`config.mk`:
```
export PLATFORM = sky130hd
export DESIGN_NAME = tc_channel
export DESIGN_NICKNAME = d
export VERILOG_FILES = /design/src/rtl/tc_pkg.sv /design/src/rtl/tc_tick_sel.sv /design/src/rtl/tc_count_core.sv /design/src/rtl/tc_wave.sv /design/src/rtl/tc_channel.sv
export SDC_FILE = /design/constraint.sdc
export NUM_CORES = 1
export LEC_CHECK = 0
export CAP_MARGIN = 10
export CORE_AREA = 4 4 91 93
export CTS_CLUSTER_SIZE = 8
export DETAILED_ROUTE_END_ITERATION = 16
export DIE_AREA = 0 0 95 97
export GPL_TIMING_DRIVEN = 1
export PLACE_DENSITY = 0.89
export SKIP_CTS_REPAIR_TIMING = 1
export SLEW_MARGIN = 25
export SYNTH_ARGS = -nofsm -noshare
export SYNTH_HDL_FRONTEND = slang
export SYNTH_HIERARCHICAL = 1
export SYNTH_SLANG_ARGS = --single-unit
```
`constraint.sdc`:
```
create_clock -name clk -period 3.7 [get_ports clk]
set_clock_uncertainty 0.05 [all_clocks]
set_input_delay 1.11 -clock clk [delete_from_list [all_inputs] [get_ports clk]]
set_output_delay 1.11 -clock clk [all_outputs]
set_load 0.05 [all_outputs]
```
`src/rtl/tc_pkg.sv`:
```
package tc_pkg;
  localparam int unsigned REG_AW = 4;
  localparam int unsigned BUS_W  = 32;
  localparam int unsigned NFLAG  = 3;
  localparam int unsigned FLAG_OVF = 0;
  localparam int unsigned FLAG_RA  = 1;
  localparam int unsigned FLAG_RC  = 2;

  typedef enum logic [REG_AW-1:0] {
    A_CTRL  = 4'd0,
    A_MODE  = 4'd1,
    A_CMPA  = 4'd2,
    A_CMPC  = 4'd3,
    A_COUNT = 4'd4,
    A_STAT  = 4'd5,
    A_MSET  = 4'd6,
    A_MCLR  = 4'd7,
    A_MASK  = 4'd8
  } reg_addr_e;

  typedef enum logic [1:0] {
    ACT_NONE = 2'd0,
    ACT_SET  = 2'd1,
    ACT_CLR  = 2'd2,
    ACT_TOG  = 2'd3
  } pin_act_e;

  typedef struct packed {
    pin_act_e   c_act;
    pin_act_e   a_act;
    logic       stop_c;
    logic       auto_rst;
    logic [2:0] clk_sel;
  } mode_t;

  localparam int unsigned MODE_W = $bits(mode_t);
endpackage

```
`src/rtl/tc_tick_sel.sv`:
```
module tc_tick_sel (
  input  logic       clk,
  input  logic       rst_n,
  input  logic [2:0] sel,
  input  logic       slow_tick,
  input  logic       ext_in,
  output logic       tick
);
  localparam int unsigned NUM_TAPS = 4;
  localparam int unsigned PRESC_W  = 2 * NUM_TAPS - 1;

  logic [PRESC_W-1:0]  presc_q, presc_d;
  logic                ext_q;
  logic [NUM_TAPS-1:0] tap;

  generate
    for (genvar g = 0; g < NUM_TAPS; g++) begin : g_tap
      assign tap[g] = &presc_q[2*g:0];
    end
  endgenerate

  always_comb begin
    presc_d = presc_q + PRESC_W'(1);
    unique case (sel)
      3'd0, 3'd1, 3'd2, 3'd3: tick = tap[sel[1:0]];
      3'd4:                   tick = slow_tick;
      3'd5:                   tick = ext_in & ~ext_q;
      default:                tick = 1'b0;
    endcase
  end

  always_ff @(posedge clk or negedge rst_n) begin
    if (!rst_n) begin
      presc_q <= '0;
      ext_q   <= 1'b0;
    end else begin
      presc_q <= presc_d;
      ext_q   <= ext_in;
    end
  end
endmodule

```
`src/rtl/tc_count_core.sv`:
```
module tc_count_core #(
  parameter int unsigned CNT_W = 16
) (
  input  logic             clk,
  input  logic             rst_n,
  input  logic             tick,
  input  logic             go_on,
  input  logic             go_off,
  input  logic             restart,
  input  logic             auto_rst,
  input  logic             stop_c,
  input  logic [CNT_W-1:0] cmp_a,
  input  logic [CNT_W-1:0] cmp_c,
  output logic [CNT_W-1:0] cnt_q,
  output logic             run_q,
  output logic             tick_act,
  output logic             a_ev,
  output logic             c_ev,
  output logic             ovf_ev
);
  localparam logic [CNT_W-1:0] CNT_MAX = '1;

  logic [CNT_W-1:0] cnt_d;
  logic             run_d;
  logic             at_c;

  always_comb begin
    tick_act = tick & run_q;
    at_c     = (cnt_q == cmp_c);
    a_ev     = tick_act & (cnt_q == cmp_a);
    c_ev     = tick_act & at_c;
    ovf_ev   = tick_act & (cnt_q == CNT_MAX) & ~(auto_rst & at_c);

    cnt_d = cnt_q;
    if (restart)
      cnt_d = '0;
    else if (tick_act)
      cnt_d = (auto_rst && at_c) ? '0 : cnt_q + CNT_W'(1);

    run_d = run_q;
    if (go_off)
      run_d = 1'b0;
    else if (go_on)
      run_d = 1'b1;
    else if (c_ev && stop_c)
      run_d = 1'b0;
  end

  always_ff @(posedge clk or negedge rst_n) begin
    if (!rst_n) begin
      cnt_q <= '0;
      run_q <= 1'b0;
    end else begin
      cnt_q <= cnt_d;
      run_q <= run_d;
    end
  end
endmodule

```
`src/rtl/tc_wave.sv`:
```
module tc_wave
  import tc_pkg::*;
(
  input  logic     clk,
  input  logic     rst_n,
  input  logic     a_ev,
  input  logic     c_ev,
  input  pin_act_e a_act,
  input  pin_act_e c_act,
  output logic     pin_q
);
  logic     pin_d;
  pin_act_e act;
  logic     fire;

  function automatic logic apply_act(input pin_act_e a, input logic cur);
    unique case (a)
      ACT_SET: apply_act = 1'b1;
      ACT_CLR: apply_act = 1'b0;
      ACT_TOG: apply_act = ~cur;
      default: apply_act = cur;
    endcase
  endfunction

  always_comb begin
    fire = 1'b1;
    act  = ACT_NONE;
    if (c_ev && c_act != ACT_NONE)
      act = c_act;
    else if (a_ev)
      act = a_act;
    else
      fire = 1'b0;
    pin_d = fire ? apply_act(act, pin_q) : pin_q;
  end

  always_ff @(posedge clk or negedge rst_n) begin
    if (!rst_n) pin_q <= 1'b0;
    else        pin_q <= pin_d;
  end
endmodule

```
`src/rtl/tc_channel.sv`:
```
module tc_channel
  import tc_pkg::*;
#(
  parameter int unsigned CNT_W = 16
) (
  input  logic              clk,
  input  logic              rst_n,
  input  logic              wr_en,
  input  logic              rd_en,
  input  logic [REG_AW-1:0] addr,
  input  logic [BUS_W-1:0]  wdata,
  output logic [BUS_W-1:0]  rdata,
  input  logic              slow_tick,
  input  logic              ext_in,
  output logic              tioa,
  output logic              irq
);
  mode_t            mode_q, mode_d;
  logic [CNT_W-1:0] cmp_a_q, cmp_a_d, cmp_c_q, cmp_c_d;
  logic [NFLAG-1:0] flags_q, flags_d, mask_q, mask_d, ev_vec;
  logic [CNT_W-1:0] cnt_q;
  logic             run_q, tick, tick_act, a_ev, c_ev, ovf_ev;
  logic             ctrl_wr, st_rd;
  logic             unused_wdata;

  assign unused_wdata = ^wdata[BUS_W-1:MODE_W];
  assign ctrl_wr = wr_en && (addr == A_CTRL);
  assign st_rd   = rd_en && (addr == A_STAT);

  tc_tick_sel u_tick (
    .clk(clk), .rst_n(rst_n), .sel(mode_q.clk_sel),
    .slow_tick(slow_tick), .ext_in(ext_in), .tick(tick)
  );

  tc_count_core #(.CNT_W(CNT_W)) u_core (
    .clk(clk), .rst_n(rst_n), .tick(tick),
    .go_on(ctrl_wr & wdata[0]), .go_off(ctrl_wr & wdata[1]),
    .restart(ctrl_wr & wdata[2]), .auto_rst(mode_q.auto_rst),
    .stop_c(mode_q.stop_c), .cmp_a(cmp_a_q), .cmp_c(cmp_c_q),
    .cnt_q(cnt_q), .run_q(run_q), .tick_act(tick_act),
    .a_ev(a_ev), .c_ev(c_ev), .ovf_ev(ovf_ev)
  );

  tc_wave u_wave (
    .clk(clk), .rst_n(rst_n), .a_ev(a_ev), .c_ev(c_ev),
    .a_act(mode_q.a_act), .c_act(mode_q.c_act), .pin_q(tioa)
  );

  always_comb begin
    ev_vec = '0;
    ev_vec[FLAG_OVF] = ovf_ev;
    ev_vec[FLAG_RA]  = a_ev;
    ev_vec[FLAG_RC]  = c_ev;

    mode_d  = mode_q;
    cmp_a_d = cmp_a_q;
    cmp_c_d = cmp_c_q;
    mask_d  = mask_q;
    if (wr_en) begin
      unique case (addr)
        A_MODE:  mode_d  = mode_t'(wdata[MODE_W-1:0]);
        A_CMPA:  cmp_a_d = wdata[CNT_W-1:0];
        A_CMPC:  cmp_c_d = wdata[CNT_W-1:0];
        A_MSET:  mask_d  = mask_q | wdata[NFLAG-1:0];
        A_MCLR:  mask_d  = mask_q & ~wdata[NFLAG-1:0];
        default: ;
      endcase
    end
    flags_d = (st_rd ? '0 : flags_q) | ev_vec;
  end

  always_ff @(posedge clk or negedge rst_n) begin
    if (!rst_n) begin
      mode_q  <= '0;
      cmp_a_q <= '0;
      cmp_c_q <= '0;
      mask_q  <= '0;
      flags_q <= '0;
    end else begin
      mode_q  <= mode_d;
      cmp_a_q <= cmp_a_d;
      cmp_c_q <= cmp_c_d;
      mask_q  <= mask_d;
      flags_q <= flags_d;
    end
  end

  always_comb begin
    rdata = '0;
    unique case (addr)
      A_MODE:  rdata = BUS_W'(mode_q);
      A_CMPA:  rdata = BUS_W'(cmp_a_q);
      A_CMPC:  rdata = BUS_W'(cmp_c_q);
      A_COUNT: rdata = BUS_W'(cnt_q);
      A_STAT:  rdata = BUS_W'({tioa, run_q, 5'b0, flags_q});
      A_MASK:  rdata = BUS_W'(mask_q);
      default: rdata = '0;
    endcase
  end

  assign irq = |(flags_q & mask_q);
endmodule

```
==> results of run 1 <==
[area by class of cell]
cell class,count,area share [%]
Clock buffer,10,2.40
Tap cell,102,2.40
Inverter,11,0.778
Multi-Input combinational cell,282,41.9
Clock inverter,6,2.59
Sequential cell,73,34.4
Timing Repair Buffer,66,15.5
[critical path: cells and delay by family]
family,cells,cell delay (ns)
and+or+nand+nor,1,0.31
buffers and inverters,4,0.85
AOI/OAI and AO/OA,2,0.19
[cells by family after synthesis]
logic type | after synthesis | synth area share [%]
compound gates | 49 | 8.87
simple gates | 115 | 16.0
xor+xnor | 48 | 10.0
buf+inv | 49 | 7.01
other cells | 1 | 0.0895
flops | 73 | 43.6
mux | 50 | 13.2
fa+ha+maj | 4 | 1.19
[cell usage in the layout (no fill, tap or decap), drive strengths merged, types with 5 or more instances in the layout]
cell type      count
nor3               5
mux2i              8
nor3b              6
nor4              10
nor2              20
o21ai              6
nand4              6
xor2              42
clkdlybuf4s50     22
mux2              42
conb              16
a22oi             21
inv               13
dfrtp             73
clkbuf            10
xnor2              6
buf               39
and3               7
nand2             27
nand3              8
[final timing paths]
path / from / endpoint / slack [ns]
max: addr[2] / rdata[2] / 0.07
min: u_tick/presc_q[6]$_DFF_PN0_ / u_tick/presc_q[6]$_DFF_PN0_ / 0.43
max reg2reg: u_tick/presc_q[0]$_DFF_PN0_ / u_wave/pin_q$_DFFE_PN0P_ / 1.04
min reg2reg: u_tick/presc_q[6]$_DFF_PN0_ / u_tick/presc_q[6]$_DFF_PN0_ / 0.43
max in group asynchronous: rst_n / mode_q[5]$_DFFE_PN0P_ / 2.13
min in group asynchronous: rst_n / cmp_a_q[11]$_DFFE_PN0P_ / 0.78
[layer usage]
metal  track usage (%)  vias up  routed length [µm]
met5                 0        -                   0
li1                  -     1460                   -
met3              5.52       37                1000
met4              9.88        0                 388
met2              37.0      197                5300
met1              32.1     1664                4330
[power groups by stage]
stage	Sequential (µW)	Clock, µW	Combinational (µW)
floorplan	1050	0	447
global placement	1110	0	584
detailed placement	1120	0	605
CTS	1110	838	609
global route	1130	873	678
finish	1110	835	640
[through the flow]
step	setup TNS (ns)	area, µm²	setup WS (ns)	std cells	hold slack, ns
floorplan	-0.286	4260	-0.286	404	0.384
global placement	-1.78	4900	-0.151	531	0.398
detailed placement	-2.18	4900	-0.167	531	0.421
CTS	-2.49	5160	-0.192	547	0.435
global route	0	5310	0.00398	550	0.454
finish	0	5310	0.0747	550	0.427
[sequential cells by signal, indices dropped and copies added (netlist names), 3 cells and up, named ones only]
| name | cells |
|---|---|
| cmp_a_q | 16 |
| mode_q | 9 |
| cmp_c_q | 16 |
| u_tick/presc_q | 7 |
| flags_q | 3 |
| u_core/cnt_q | 16 |
==> impl_metrics.env, run 1 <==
export IMPL_area_delta_synth_final_pct=26.6
export IMPL_slew_violations=0
export IMPL_cts_buffers=9
export IMPL_hold_depth=1
export IMPL_routabilityCongestion=1.01
export IMPL_status="finished clean"
export IMPL_grt_max_degree=41
export IMPL_synth_area_leader_cell="dfrtp_1"
export IMPL_period_needed_ns=3.63
export IMPL_p_int_uw=1760
export IMPL_drc=0
export IMPL_fin_util_pct=70.5
export IMPL_end_kind="primary output"
export IMPL_drtIter0Drc=340
export IMPL_nets=489
export IMPL_swShare_pct=32.1
export IMPL_crit_top_cell="buf_6"
export IMPL_reg2reg_depth=9
export IMPL_rsz0062_at_grt="false"
export IMPL_grt_overflow_total=0
export IMPL_clk_pin_slew_ns=0.08
export IMPL_cts_root_buf="clkbuf_8"
export IMPL_die_h_um=97
export IMPL_ant_nets=0
export IMPL_cts_max_level=3
export IMPL_synth_common_cells="dfrtp_1 (73), xor2_1 (42), mux2_2 (32)"
export IMPL_hold_class="flop to flop"
export IMPL_synth_top_area_share_pct=43.6
export IMPL_seq_area_frac_synth_pct=43.6
export IMPL_slowest_stage="bufbuf_16"
export IMPL_num_vias=3358
export IMPL_synth_area_um2=4190
export IMPL_crit_path_max_incr_delay_ns=0.34
export IMPL_total_power_uw=2590
export IMPL_pwr_share_comb_pct=24.7
export IMPL_worst_pin_slew_ns=0.792
export IMPL_yosysMostFrequentCell="dfrtp_1"
export IMPL_firstDrtPassIters=5
export IMPL_antenna_found_initial=0
export IMPL_clk_path_buf_depth=2
export IMPL_critPathRequiredTime_ns=2.54
export IMPL_worst_setup_path_start_kind="primary input"
export IMPL_num_antenna_cells=0
export IMPL_avgSynthCellArea_um2=10.8
export IMPL_ir_drop_mv=0.268
export IMPL_finalSetupViolCount=0
export IMPL_coreArea_um2=7530
export IMPL_die_w_um=95
export IMPL_synth_area_leaders="dfrtp_1 (44%), xor2_1 (8.8%), mux2_2 (8.6%), a22oi_1 (3.8%), buf_4 (3.6%)"
export IMPL_synth_edf_count=0
export IMPL_dp_hpwl_um=7530
export IMPL_numPortBuffers=43
export IMPL_fmax_mhz=276
export IMPL_cts_sinks=73
export IMPL_grt_use_total_pct=23.9
export IMPL_power_density_nw_per_um2=488
export IMPL_start_util_pct=55.7
export IMPL_synthDistinctLibCells=53
export IMPL_dominantRegCellSynth="dfrtp_1"
export IMPL_syn_instance_count=389
export IMPL_max_cap_violations=0
export IMPL_p_clk_share_pct=32.2
export IMPL_path_class="primary input to primary output"
export IMPL_final_seq_area_um2=1830
export IMPL_routed_via_density=6.11
export IMPL_cts_tree="done"
export IMPL_ys_warn_count=6
export IMPL_ios=76
export IMPL_clk_latency_ns=0.35
export IMPL_post_drt_wl_per_cell_um=20.0
export IMPL_final_hold_viol_count=0
export IMPL_switching_power_uw=830
export IMPL_slew_headroom_pct=47.2
export IMPL_fillers=514
export IMPL_cp_cell_sequence="dlymetal6s2s_1 -> buf_6 -> nor4b_4 -> buf_6 -> a22oi_1 -> o311ai_1 -> bufbuf_16"
export IMPL_synthArstFlopShare_pct=100
export IMPL_crit_fanout=7
export IMPL_p_leak_uw=0.00251
export IMPL_rows=32
export IMPL_grt_pass1_wl_um=17100
export IMPL_grt_pass1_vias=3427
export IMPL_min_period_over_period_pct=98.0
export IMPL_pwr_share_seq_pct=43.0
export IMPL_totalWireLength_um=11000
export IMPL_ys_ff_latch=73
export IMPL_crit_arrival_ns=2.47
export IMPL_multi_input_area_um2=2230
export IMPL_post_route_cells_drive_above_1_share_pct=25.2
export IMPL_die_area_um2=9220
Power figures use the tool's default switching activity.
==> run 2, diff against run 1 <==
MAX_ROUTING_LAYER = met4   (was not set)
==> run 2 against run 1 <==
Against the previous run: critical path depth unchanged; die area unchanged; total power decreased by 12%; core utilization decreased by 1.1 points; setup slack improved by 0.035 ns; combinational power decreased by 0.9%; sequential power about the same; sequential share of layout area increased by 0.54 points; flip-flop and latch count unchanged; via count decreased by 0.63%; design area decreased by 1.6%; wire length decreased by 2.7%.
==> impl_metrics.env, run 2 (same netlist as run 1, synthesis figures left out) <==
export IMPL_clk_latency_ns=0.35
export IMPL_totalWireLength_um=10700
export IMPL_routabilityCongestion=1.01
export IMPL_cts_buffers=9
export IMPL_ir_drop_mv=0.261
export IMPL_multi_input_area_um2=2240
export IMPL_fin_area_um2=5230
export IMPL_grt_pass1_wl_um=16800
export IMPL_ant_nets=0
export IMPL_final_common_cell="dfrtp_1"
export IMPL_clk_pin_slew_ns=0.07
export IMPL_num_antenna_cells=0
export IMPL_grt_overflow_total=0
export IMPL_cts_tree="done"
export IMPL_die_h_um=97
export IMPL_slowest_stage="a22oi_1"
export IMPL_area_delta_synth_final_pct=24.7
export IMPL_drtIter0Drc=337
export IMPL_die_area_um2=9220
export IMPL_max_cap_violations=0
export IMPL_grt_max_degree=41
export IMPL_finalSetupViolCount=0
export IMPL_routed_via_density=6.07
export IMPL_clk_path_buf_depth=2
export IMPL_rows=32
export IMPL_end_kind="primary output"
export IMPL_period_needed_ns=3.59
export IMPL_critPathRequiredTime_ns=2.54
export IMPL_start_util_pct=55.7
export IMPL_worst_pin_slew_ns=0.783
export IMPL_status="finished clean"
export IMPL_fin_util_pct=69.4
export IMPL_drc=0
export IMPL_ios=76
export IMPL_coreArea_um2=7530
export IMPL_hold_depth=1
export IMPL_die_w_um=95
export IMPL_cts_max_level=3
export IMPL_dp_hpwl_um=7570
export IMPL_nets=489
export IMPL_grt_use_total_pct=24.3
export IMPL_path_class="primary input to primary output"
export IMPL_post_drt_wl_per_cell_um=19.5
export IMPL_place_area_um2=4900
export IMPL_slew_headroom_pct=47.8
export IMPL_numPortBuffers=43
export IMPL_final_cell_mix="dfrtp_1 (73), xor2_1 (42), mux2_2 (32), nand2_1 (24), clkdlybuf4s50_1 (22)"
export IMPL_reg2reg_depth=10
export IMPL_final_hold_viol_count=0
export IMPL_firstDrtPassIters=5
export IMPL_power_density_nw_per_um2=437
export IMPL_cts_root_buf="clkbuf_8"
export IMPL_fmax_mhz=278
export IMPL_crit_arrival_ns=2.43
export IMPL_hold_class="flop to flop"
export IMPL_crit_path_max_incr_delay_ns=0.33
export IMPL_antenna_found_initial=0
export IMPL_critPathBufInv=4
export IMPL_p_leak_uw=0.00246
export IMPL_crit_fanout=7
export IMPL_critPathTopFamily="buffers and inverters"
export IMPL_post_route_cells_drive_above_1_share_pct=25.2
export IMPL_rsz0062_at_grt="false"
export IMPL_grt_pass1_vias=3336
export IMPL_largest_registers="cmp_a_q x16, cmp_c_q x16, u_core/cnt_q x16"
export IMPL_worst_path_stages=7
export IMPL_crit_top_cell="buf_4"
export IMPL_num_vias=3337
export IMPL_min_period_over_period_pct=97.0
export IMPL_cts_sinks=73
export IMPL_final_seq_area_um2=1830
export IMPL_cp_cell_sequence="dlymetal6s2s_1 -> buf_4 -> nor2b_1 -> buf_4 -> a22oi_1 -> o221ai_4 -> buf_12"
export IMPL_fillers=569
export IMPL_worst_setup_path_start_kind="primary input"
export IMPL_slew_violations=0
==> run 2: cell count changes in the layout (fill, tap and decap cells not counted), sizes merged <==
| cell | delta |
|---|---|
| bufinv | -4 |
| clkinvlp | +2 |
| clkinv | +4 |
| bufbuf | -1 |
| inv | -2 |
| clkbuf | +1 |
==> run 2: cell type report <==
cell class,count,area share (%)
flip-flops and latches,73,35.0
repair buffers,66,15.8
clock inverters,6,0.670
clock buffers,10,2.44
well taps,102,2.44
multi-input cells,282,42.9
inverters,11,0.790
==> run 2: metrics by stage <==
stage / hold WS (ns) / setup slack (ns) / total power, µW / TNS, ns / instances
global placement: 0.398 / -0.150 / 1690 / -1.77 / 531
floorplan: 0.384 / -0.286 / 1500 / -0.286 / 404
global route: 0.437 / 0.0729 / 2390 / 0 / 550
detailed placement: 0.409 / -0.165 / 1730 / -2.13 / 531
CTS: 0.423 / -0.215 / 2250 / -2.66 / 547
finish: 0.425 / 0.109 / 2280 / 0 / 550
==> run 2: path summary, 6_finish.rpt <==
kind / from / to / slack [ns]
setup / recovery: addr[2] / rdata[1] / 0.11
max in group asynchronous: rst_n / cmp_a_q[1]$_DFFE_PN0P_ / 2.14
setup reg to reg: u_tick/presc_q[0]$_DFF_PN0_ / u_core/cnt_q[3]$_DFFE_PN0P_ / 0.99
hold reg to reg: u_tick/presc_q[5]$_DFF_PN0_ / u_tick/presc_q[5]$_DFF_PN0_ / 0.43
hold / removal: u_tick/presc_q[5]$_DFF_PN0_ / u_tick/presc_q[5]$_DFF_PN0_ / 0.43
min in group asynchronous: rst_n / cmp_a_q[12]$_DFFE_PN0P_ / 0.78
==> run 2: worst register-to-register path: stages (launching register included) <==
cell and delay, ns:
dfrtp_1 0.39, ha_1 0.19, and3_4 0.19, ha_1 0.14, nor4bb_1 0.32, a221o_1 0.28
nand2_1 0.14, inv_1 0.16, nand2_1 0.08, o21bai_2 0.49, nor2_1 0.13
==> run 2: layer usage <==
metal	GRT usage, %	part of all wire, %
met3	4.74	7.1
met4	10.1	2.9
met2	36.7	48
met1	31.9	42
met5	-	0
==> run 2: report_power, final <==
group	total (µW)	internal (µW)	switching, µW	leakage (µW)
registers	1120	934	181	0.000911
logic	634	303	331	0.00146
clock network	532	238	293	0.0000818
total	2280	1480	805	0.00246
